`config.mk`:
```
export PLATFORM = sky130hd
export DESIGN_NAME = ssr_top
export DESIGN_NICKNAME = d
export VERILOG_FILES = /design/src/rtl/ssr_pkg.sv /design/src/rtl/ssr_prescale.sv /design/src/rtl/ssr_baud.sv /design/src/rtl/ssr_shift.sv /design/src/rtl/ssr_top.sv
export SDC_FILE = /design/constraint.sdc
export NUM_CORES = 1
export LEC_CHECK = 0
export ABC_AREA = 1
export ABC_CLOCK_PERIOD_IN_PS = 2700
export BUFFER_PORTS_ARGS = -buffer_cell sky130_fd_sc_hd__buf_2
export CAP_MARGIN = 10
export CORE_MARGIN = 3
export CORE_UTILIZATION = 55
export DETAILED_ROUTE_END_ITERATION = 10
export PLACE_DENSITY = 0.81
export SLEW_MARGIN = 20
export SYNTH_ARGS = -nofsm -noshare
export SYNTH_HDL_FRONTEND = slang
export SYNTH_SLANG_ARGS = --single-unit
```
`constraint.sdc`:
```
create_clock -name clk -period 2.7 [get_ports clk]
set_clock_uncertainty 0.2 [all_clocks]
set_input_delay 0.675 -clock clk [delete_from_list [all_inputs] [get_ports clk]]
set_output_delay 0.675 -clock clk [all_outputs]
set_load 0.05 [all_outputs]
```
`src/rtl/ssr_pkg.sv`:
```
package ssr_pkg;
  localparam int FRAME_W = 8;

  typedef struct packed {
    logic pol;
    logic phase;
    logic len8;
    logic lsb_first;
    logic irq_mode;
    logic clk_sel;
  } ssr_cfg_t;

  localparam int CFG_W = $bits(ssr_cfg_t);
endpackage

```
`src/rtl/ssr_prescale.sv`:
```
module ssr_prescale #(
  parameter int DIV0 = 2,
  parameter int DIV1 = 8
) (
  input  logic       clk,
  input  logic       rst,
  output logic [1:0] tick
);
  for (genvar g = 0; g < 2; g++) begin : g_pre
    localparam int D = (g == 0) ? DIV0 : DIV1;
    if (D <= 1) begin : g_pass
      assign tick[g] = 1'b1;
    end else begin : g_cnt
      localparam int CW = $clog2(D);
      logic [CW-1:0] cnt_q;
      always_ff @(posedge clk) begin
        if (rst || cnt_q == CW'(D - 1)) cnt_q <= '0;
        else                            cnt_q <= cnt_q + 1'b1;
      end
      assign tick[g] = (cnt_q == CW'(D - 1));
    end
  end
endmodule

```
`src/rtl/ssr_baud.sv`:
```
module ssr_baud #(
  parameter int DIV_W = 7
) (
  input  logic             clk,
  input  logic             rst,
  input  logic             run,
  input  logic             op_tick,
  input  logic [DIV_W-1:0] div,
  output logic             half_end
);
  logic [DIV_W-1:0] cnt_q;

  assign half_end = run && op_tick && (cnt_q == div);

  always_ff @(posedge clk) begin
    if (rst || !run || half_end) cnt_q <= '0;
    else if (op_tick)            cnt_q <= cnt_q + 1'b1;
  end
endmodule

```
`src/rtl/ssr_shift.sv`:
```
module ssr_shift
  import ssr_pkg::*;
(
  input  logic               clk,
  input  logic               rst,
  input  logic               clear,
  input  logic               sample,
  input  logic               lsb_first,
  input  logic               len8,
  input  logic               sdi,
  output logic [FRAME_W-1:0] result
);
  logic [FRAME_W-1:0] sr_q;

  always_ff @(posedge clk) begin
    if (rst || clear) sr_q <= '0;
    else if (sample)  sr_q <= lsb_first ? {sdi, sr_q[FRAME_W-1:1]}
                                        : {sr_q[FRAME_W-2:0], sdi};
  end

  // right-align a short frame whatever the order
  always_comb begin
    if (len8)           result = sr_q;
    else if (lsb_first) result = sr_q >> 1;
    else                result = {1'b0, sr_q[FRAME_W-2:0]};
  end
endmodule

```
`src/rtl/ssr_top.sv`:
```
module ssr_top
  import ssr_pkg::*;
#(
  parameter int PRE0_DIV = 2,
  parameter int PRE1_DIV = 8,
  parameter int DIV_W    = 7
) (
  input  logic                   clk,
  input  logic                   rst,
  input  logic                   start_pulse,
  input  logic                   cfg_we,
  input  logic [CFG_W-1:0]       cfg_wdata,
  input  logic                   div_we,
  input  logic [DIV_W-1:0]       div_wdata,
  input  logic                   data_we,
  input  logic                   clk_idle_lvl,
  input  logic                   sdi,
  output logic                   sck,
  output logic                   sdo,
  output logic                   busy,
  output logic                   irq,
  output logic [DIV_W+FRAME_W-1:0] rd_word
);
  localparam int HALF_N = 2 * FRAME_W;
  localparam int HALF_W = $clog2(HALF_N);
  localparam logic [HALF_W-1:0] LAST8 = HALF_W'(HALF_N - 1);
  localparam logic [HALF_W-1:0] LAST7 = HALF_W'(HALF_N - 3);

  ssr_cfg_t           cfg_q, frm_q;
  logic [DIV_W-1:0]   div_q;
  logic               en_q, busy_q, sck_q, irq_q, idle_q, sdo_q;
  logic [HALF_W-1:0]  half_q, half_nxt, last_half;
  logic [FRAME_W-1:0] rx_q, shift_res;
  logic [1:0]         op_ticks;
  logic               op_tick, half_end, accept, sample;

  ssr_prescale #(.DIV0(PRE0_DIV), .DIV1(PRE1_DIV)) u_pre (
    .clk(clk), .rst(rst), .tick(op_ticks)
  );

  assign op_tick = op_ticks[frm_q.clk_sel];

  ssr_baud #(.DIV_W(DIV_W)) u_baud (
    .clk(clk), .rst(rst), .run(busy_q), .op_tick(op_tick),
    .div(div_q), .half_end(half_end)
  );

  assign accept    = data_we && en_q && !busy_q && (clk_idle_lvl == !cfg_q.pol);
  assign sample    = half_end && !half_q[0];
  assign half_nxt  = half_q + 1'b1;
  assign last_half = frm_q.len8 ? LAST8 : LAST7;

  ssr_shift u_shift (
    .clk(clk), .rst(rst), .clear(accept), .sample(sample),
    .lsb_first(frm_q.lsb_first), .len8(frm_q.len8), .sdi(sdi),
    .result(shift_res)
  );

  always_ff @(posedge clk) begin
    if (rst) begin
      cfg_q  <= '0;
      frm_q  <= '0;
      div_q  <= '0;
      en_q   <= 1'b0;
      busy_q <= 1'b0;
      sck_q  <= 1'b1;
      irq_q  <= 1'b0;
      idle_q <= 1'b1;
      sdo_q  <= 1'b1;
      half_q <= '0;
      rx_q   <= '0;
    end else begin
      irq_q <= 1'b0;
      sdo_q <= 1'b1;
      if (start_pulse)         en_q  <= 1'b1;
      if (cfg_we && !busy_q)   cfg_q <= ssr_cfg_t'(cfg_wdata);
      if (div_we && !busy_q)   div_q <= div_wdata;
      if (accept) begin
        frm_q  <= cfg_q;
        busy_q <= 1'b1;
        half_q <= '0;
        idle_q <= clk_idle_lvl;
        sck_q  <= clk_idle_lvl ^ cfg_q.phase;
        irq_q  <= cfg_q.irq_mode;
      end else if (busy_q) begin
        if (half_end) begin
          if (half_q == last_half) begin
            busy_q <= 1'b0;
            sck_q  <= idle_q;
            irq_q  <= !frm_q.irq_mode;
            rx_q   <= shift_res;
          end else begin
            half_q <= half_nxt;
            sck_q  <= idle_q ^ half_nxt[0] ^ frm_q.phase;
          end
        end
      end else begin
        sck_q <= clk_idle_lvl;
      end
    end
  end

  assign sck     = sck_q;
  assign sdo     = sdo_q;
  assign busy    = busy_q;
  assign irq     = irq_q;
  assign rd_word = {div_q, rx_q};
endmodule

```
; ---- After elaboration in Yosys (flattened, before gate mapping)
; Index checks and enable logic that the tools add are counted.
[op_classes]
magnitude_cmp = 1
add_sub_neg = 4
bitwise_logic = 5
n_eq_ne = 5
muxes = 18
n_reduce_logical = 20
[op_table]
columns = op, count
row1 = two-way mux 8 bit, 2
row2 = two-way mux 1 bit, 14
row3 = logical AND 1 bit, 8
row4 = adder 7 x 1 -> 7 bit (second input constant), 1
row5 = equality test 7 bit, 1
row6 = two-way mux 7 bit, 1
row7 = logical OR 1 bit, 5
row8 = adder 4 x 1 -> 4 bit (second input constant), 1
row9 = equality test 4 bit, 1
row10 = zero test 1 bit, 4
row11 = AND reduction 4 bit, 1
row12 = adder 3 x 1 -> 3 bit (second input constant), 1
row13 = equality test 3 bit (second input constant), 1
row14 = != test 3 x 1 -> 1 bit (second input constant), 1
row15 = AND reduction 3 bit, 1
row16 = bitwise XOR 1 bit, 3
row17 = < comparator 1 x 2 -> 1 bit (second input constant), 1
row18 = two-way mux 2 bit, 1
row19 = inverter 1 bit, 2
row20 = OR reduction 2 bit, 1
row21 = adder 1 bit (second input constant), 1
row22 = equality test 1 bit, 1
[word_totals]
ff_bits = 54
inputBits = 21
elab_cells = 76

; ---- Depth between registers and ports, before layout
[depth]
depth_word = 8
depth_mapped = 11
depth_no_buf = 11

; ---- Modules after synthesis
; Synthesis repeated with hierarchy kept, for this count alone.
[hier_totals]
cells_unflattened = 376
area_unflattened_um2 = 2605.0
[by_module_without_submodules]
columns = module, cells_each, area_per_inst_um2, instances
row1 = ssr_top, 183, 1420.1, 1
row2 = ssr_shift, 97, 556.8, 1
row3 = ssr_baud, 80, 479.2, 1
row4 = ssr_prescale, 16, 148.9, 1

; ---- Least setup slack after synthesis
; No wires, ideal clock.
[synth_timing]
path_type = reg2reg
start = register busy_q, in the netlist busy
end = register u_shift.sr_q[1]
arrival_ps = 1639
required_ps = 2387
stages_incl_launch_ff = 10
slack_ps = 748
path_buffers = 2
synth_period_minus_slack_ps = 1952
path_cell_list = dfxtp_1 > buf_4 > inv_2 > nor2_2 > nand3_2 > nor2_4 > nand3b_4 > buf_6 > nor2_1 > nor2_1
[synth_between]
elab_chain_cells = 4
elab_cells_between_ends = 7
[synth_rtl]
columns = item, line_no
row1 = from (decl), ssr_top.sv:31  ; logic en_q, busy_q, sck_q, irq_q, idle_q, sdo_q;
row2 = from (signal assigned), ssr_top.sv:65  ; busy_q <= 1'b0;
row3 = from (signal assigned), ssr_top.sv:80  ; busy_q <= 1'b1;
row4 = from (signal assigned), ssr_top.sv:88  ; busy_q <= 1'b0;
row5 = zero test 1 bit, ssr_top.sv:48  ; assign accept = data_we && en_q && !busy_q && (clk_idle_lvl == !cfg_q.pol);
row6 = logical AND 1 bit (2 in series), ssr_top.sv:48
row7 = logical OR 1 bit, ssr_shift.sv:16  ; if (rst || clear) sr_q <= '0;
row8 = to (signal assigned), ssr_shift.sv:17  ; else if (sample) sr_q <= lsb_first ? {sdi, sr_q[FRAME_W-1:1]}
row9 = to (decl), ssr_shift.sv:13  ; logic [FRAME_W-1:0] sr_q;
; Several ways; a longest one is shown, not always the timed one.
; A chain may end at the register's enable or synchronous reset.

; ---- Worst setup path after layout
[layout_timing]
start = register u_pre.g_pre[1].g_cnt.cnt_q[0]
end = register irq_q, in the netlist irq
[layout_between]
elab_chain_cells = 8
[layout_rtl]
columns = item, line_no
row1 = from (decl), ssr_prescale.sv:15  ; logic [CW-1:0] cnt_q;
row2 = from (signal assigned), ssr_prescale.sv:18  ; else cnt_q <= cnt_q + 1'b1;
row3 = equality test 3 bit, ssr_prescale.sv:20  ; assign tick[g] = (cnt_q == CW'(D - 1));
row4 = two-way mux 1 bit (implied by the code) (2 in series), ssr_top.sv:41  ; assign op_tick = op_ticks[frm_q.clk_sel];
row5 = logical AND 1 bit (2 in series), ssr_baud.sv:13  ; assign half_end = run && op_tick && (cnt_q == div);
row6 = two-way mux 1 bit, ssr_top.sv:86  ; if (half_end) begin
row7 = two-way mux 1 bit, ssr_top.sv:85  ; end else if (busy_q) begin
row8 = two-way mux 1 bit, ssr_top.sv:78  ; if (accept) begin
row9 = to (signal assigned), ssr_top.sv:84  ; irq_q <= cfg_q.irq_mode;
row10 = to (signal assigned), ssr_top.sv:90  ; irq_q <= !frm_q.irq_mode;
row11 = to (decl), ssr_top.sv:31
; No other way between the ends. The select of a mux whose other input is x is not followed.

==> results.toml <==
[status]
status = "finished clean"

[logic_synthesis]
seq_area_frac_synth_pct = 43.0
synth.ff_latch_count = 54
post_synth_main_area_contributors = "sky130_fd_sc_hd__dfxtp_1, sky130_fd_sc_hd__nand2_1, sky130_fd_sc_hd__nor2_1"
synth.net_count = 382
yosys.cell_types.count = 27
postSynthCellCount = 357
synth_top_area_cell = "sky130_fd_sc_hd__dfxtp_1"
warnings_synthesis = 0
netlist_area_sq_mm = 0.00251
synthDominantCellAreaShare_pct = 43.0
syn_avg_cell_area_sq_um = 7.03

[clock_network]
cts_root_buffer = "sky130_fd_sc_hd__clkbuf_8"
tritoncts = "done"
cts-htree-levels = 2
tritoncts.num_buffers = 5
clock_sinks = 54
cts_hold_buffers = 0
post-cts-setup-buffers = 0
clockBufferDepth = 2
cts_resizes = 0
worst_skew_pair.late_latency_ns = 0.30
clock_pin_slew_worst_setup_and_hold_paths_ns = 0.09

[worst_hold_path]
hold_start = "u_pre.g_pre[0].g_cnt.cnt_q$_SDFF_PP0_"
min_to = "u_pre.g_pre[0].g_cnt.cnt_q$_SDFF_PP0_"
hold_path_class = "flop to flop"
whs_path_depth = 1

[drt]
vias = 2188
wl_microns = 4760
wl_per_cell_microns = 10.8
drt_iter0_markers = 126
drt_drc_violations_left = 0
viasPerCell = 4.95
antenna_violating_nets_post_route = 0
drt_pre_antenna_iters = 4

[critical_path]
setup.worst_path.start_class = "flop"
ff2ff_path_depth = 8
destination_of_the_worst_register_to_register_timing_path = "irq$_SDFF_PP0_"
worst-endpoint-arrival_ns = 2.10
data_required_time_of_the_worst_path_ns = 2.71
worst_setup_path_end_kind = "flop"
path_max_fanout = 14
criticalPathCategory = "flop to flop"
r2r_slack_ns = 0.61
critical_path.reg2reg.startpoint = "u_pre.g_pre[1].g_cnt.cnt_q[0]$_SDFF_PP0_"

[floorplan]
floorplan.rows = 23
initial_utilization_pct = 59.8
die-area_sq_mm = 0.00541
die_h_microns = 73.6
x_dimension_of_the_die_microns = 73.6
core_region_area_sq_mm = 0.00420
io_pins = 40

[finish]
final-seq-area_sq_mm = 0.00108
flow.area_growth_from_synthesis_pct = 12.1
fillCellCount = 386
antenna_cells_inserted = 0
finalNonFillerCells = 442
fin_area_sq_mm = 0.00281
layout_nets = 416
multi_input_area_sq_mm = 0.00119
drive_gt1_share_pct = 15.3

[timing]
max_slew_margin_pct = 60.5
fmax_mhz = 477
timing_max_transition_violations_final = 0
timing.final.setup_violations = 0
layout_min_cycle_time_ns = 2.09
worst_slew_pin_slew_ns = 0.592
timing.setup.tns_ns = 0
period_share_pct = 77.6
hold_viol_final = 0
tightest_hold_margin_ns = 0.220
grt_setup_unrepaired = "false"

[global_route]
grtUsageTotal_pct = 18.9
grt_antenna_before_repair = 0
number_of_global_route_vias_before_repair = 1888
grt_pass1_wl_microns = 8180
pin_count_of_the_biggest_net_entering_global_routing = 18
grt_overflow = 0

[placed_design]
placed_cell_area_sq_mm = 0.00271
portBuffers = 38
numPlacedInstances = 434
dpl.hpwl_microns = 3600
globalplace.congestion = 0.835

[power_and_ir_drop]
static-leakage-power_nw = 1.42
power.density_cell_area_mw_per_mm2 = 554
worst_ir_drop_vdd_uv = 308

[flow_run]
drv.max_cap_violation_count = 0
-- power breakdown --
| group | switching, mW | total, mW | leakage [nW] | internal, mW |
|---|---|---|---|---|
| clock network | 0.240 | 0.518 | 0.0524 | 0.278 |
| registers | 0.0186 | 0.845 | 0.441 | 0.827 |
| logic | 0.137 | 0.196 | 0.926 | 0.0588 |
-- placed cells by master, fill, tap and decap left out, types with 5 or more instances in the layout --
| cell | netlist | routed |
|---|---|---|
| sky130_fd_sc_hd__a21oi_1 | 23 | 23 |
| sky130_fd_sc_hd__buf_2 | 3 | 38 |
| sky130_fd_sc_hd__clkbuf_8 | 0 | 5 |
| sky130_fd_sc_hd__dfxtp_1 | 54 | 54 |
| sky130_fd_sc_hd__inv_1 | 41 | 41 |
| sky130_fd_sc_hd__nand2_1 | 80 | 80 |
| sky130_fd_sc_hd__nand3_1 | 10 | 10 |
| sky130_fd_sc_hd__nand4_1 | 11 | 11 |
| sky130_fd_sc_hd__nor2_1 | 58 | 58 |
| sky130_fd_sc_hd__o21ai_0 | 33 | 33 |
| sky130_fd_sc_hd__xor2_1 | 9 | 9 |
-- metal layers --
layer | track usage [%] | wire (microns) | vias up
li1 | - | - | 1182
met1 | 26.1 | 2340 | 948
met2 | 29.8 | 2120 | 54
met3 | 4.51 | 257 | 4
met4 | 4.43 | 44 | 0
met5 | 0 | 0 | -
-- worst max-delay path, cell delays in order, from the launching register on --
cell and delay, ns:
sky130_fd_sc_hd__dfxtp_1 0.34, sky130_fd_sc_hd__ha_1 0.15, sky130_fd_sc_hd__ha_1 0.16, sky130_fd_sc_hd__nand2_1 0.06
sky130_fd_sc_hd__nand2_1 0.12, sky130_fd_sc_hd__nand3_2 0.11, sky130_fd_sc_hd__nor2_4 0.31, sky130_fd_sc_hd__nand3_2 0.26
sky130_fd_sc_hd__o21ai_0 0.29
-- cell usage after synthesis, drive strengths merged --
library cell,n
xor2,9
nand3b,1
inv,43
nand4,11
xnor2,3
or2,2
conb,1
mux2,1
nand2,82
clkinv,1
dfxtp,54
o21ai,34
nor2,62
clkbuf,6
a31oi,1
nand3,12
buf,7
a21oi,23
ha,4
-- cell type report --
class | count | share of cell area [%]
multi-input cells | 246 | 42.4
repair buffers | 40 | 7.29
clock inverters | 1 | 1.07
inverters | 44 | 5.87
well taps | 50 | 2.22
flip-flops and latches | 54 | 38.4
clock buffers | 7 | 2.71
-- sequential cells by signal (all words and copies together) (netlist names) --
| name | flops |
|---|---|
| rx_q | 8 |
| u_shift.sr_q | 8 |
| div_q | 7 |
| u_baud.cnt_q | 7 |
| cfg_q | 6 |
| frm_q | 5 |
| half_q | 4 |
| u_pre.g_pre.g_cnt.cnt_q | 4 |
| busy | 1 |
| en_q | 1 |
| idle_q | 1 |
| irq | 1 |
| sck | 1 |
-- how the worst max path moves through the flow --
stage                                   endpoint                                     start  slack, ns
floorplan           u_shift.sr_q[1]$_SDFFE_PP0P_                           busy$_SDFF_PP0_       0.75
global placement          half_q[0]$_SDFFE_PP0P_                              clk_idle_lvl       0.56
detailed placement        half_q[2]$_SDFFE_PP0P_                              clk_idle_lvl       0.52
CTS                               irq$_SDFF_PP0_  u_pre.g_pre[1].g_cnt.cnt_q[0]$_SDFF_PP0_       0.61
global route        u_baud.cnt_q[0]$_SDFFE_PP0N_  u_pre.g_pre[1].g_cnt.cnt_q[0]$_SDFF_PP0_       0.43
finish                            irq$_SDFF_PP0_  u_pre.g_pre[1].g_cnt.cnt_q[0]$_SDFF_PP0_       0.61
-- through the flow --
step           util, %  setup slack (ns)  total power, mW
5_1_grt           67.0             0.427             1.63
3_3_place_gp      64.4             0.555             1.06
2_1_floorplan        -             0.748             1.01
3_5_place_dp      64.4             0.522             1.06
6_report          67.0             0.606             1.56
4_1_cts           67.0             0.614             1.58
-- cells by family (layout without fill, tap and decap cells) --
| group | Yosys count | in the layout | share of synthesized area [%] |
|---|---|---|---|
| flops | 54 | 54 | 43.0 |
| other cells | 1 | 1 | 0.149 |
| buf+inv | 57 | 92 | 9.42 |
| fa+ha+maj | 4 | 4 | 1.99 |
| compound gates | 58 | 58 | 11.6 |
| mux | 1 | 1 | 0.448 |
| xor+xnor | 12 | 12 | 4.19 |
| simple gates | 170 | 170 | 29.1 |
Note: power is estimated with default switching activity, not from simulation.
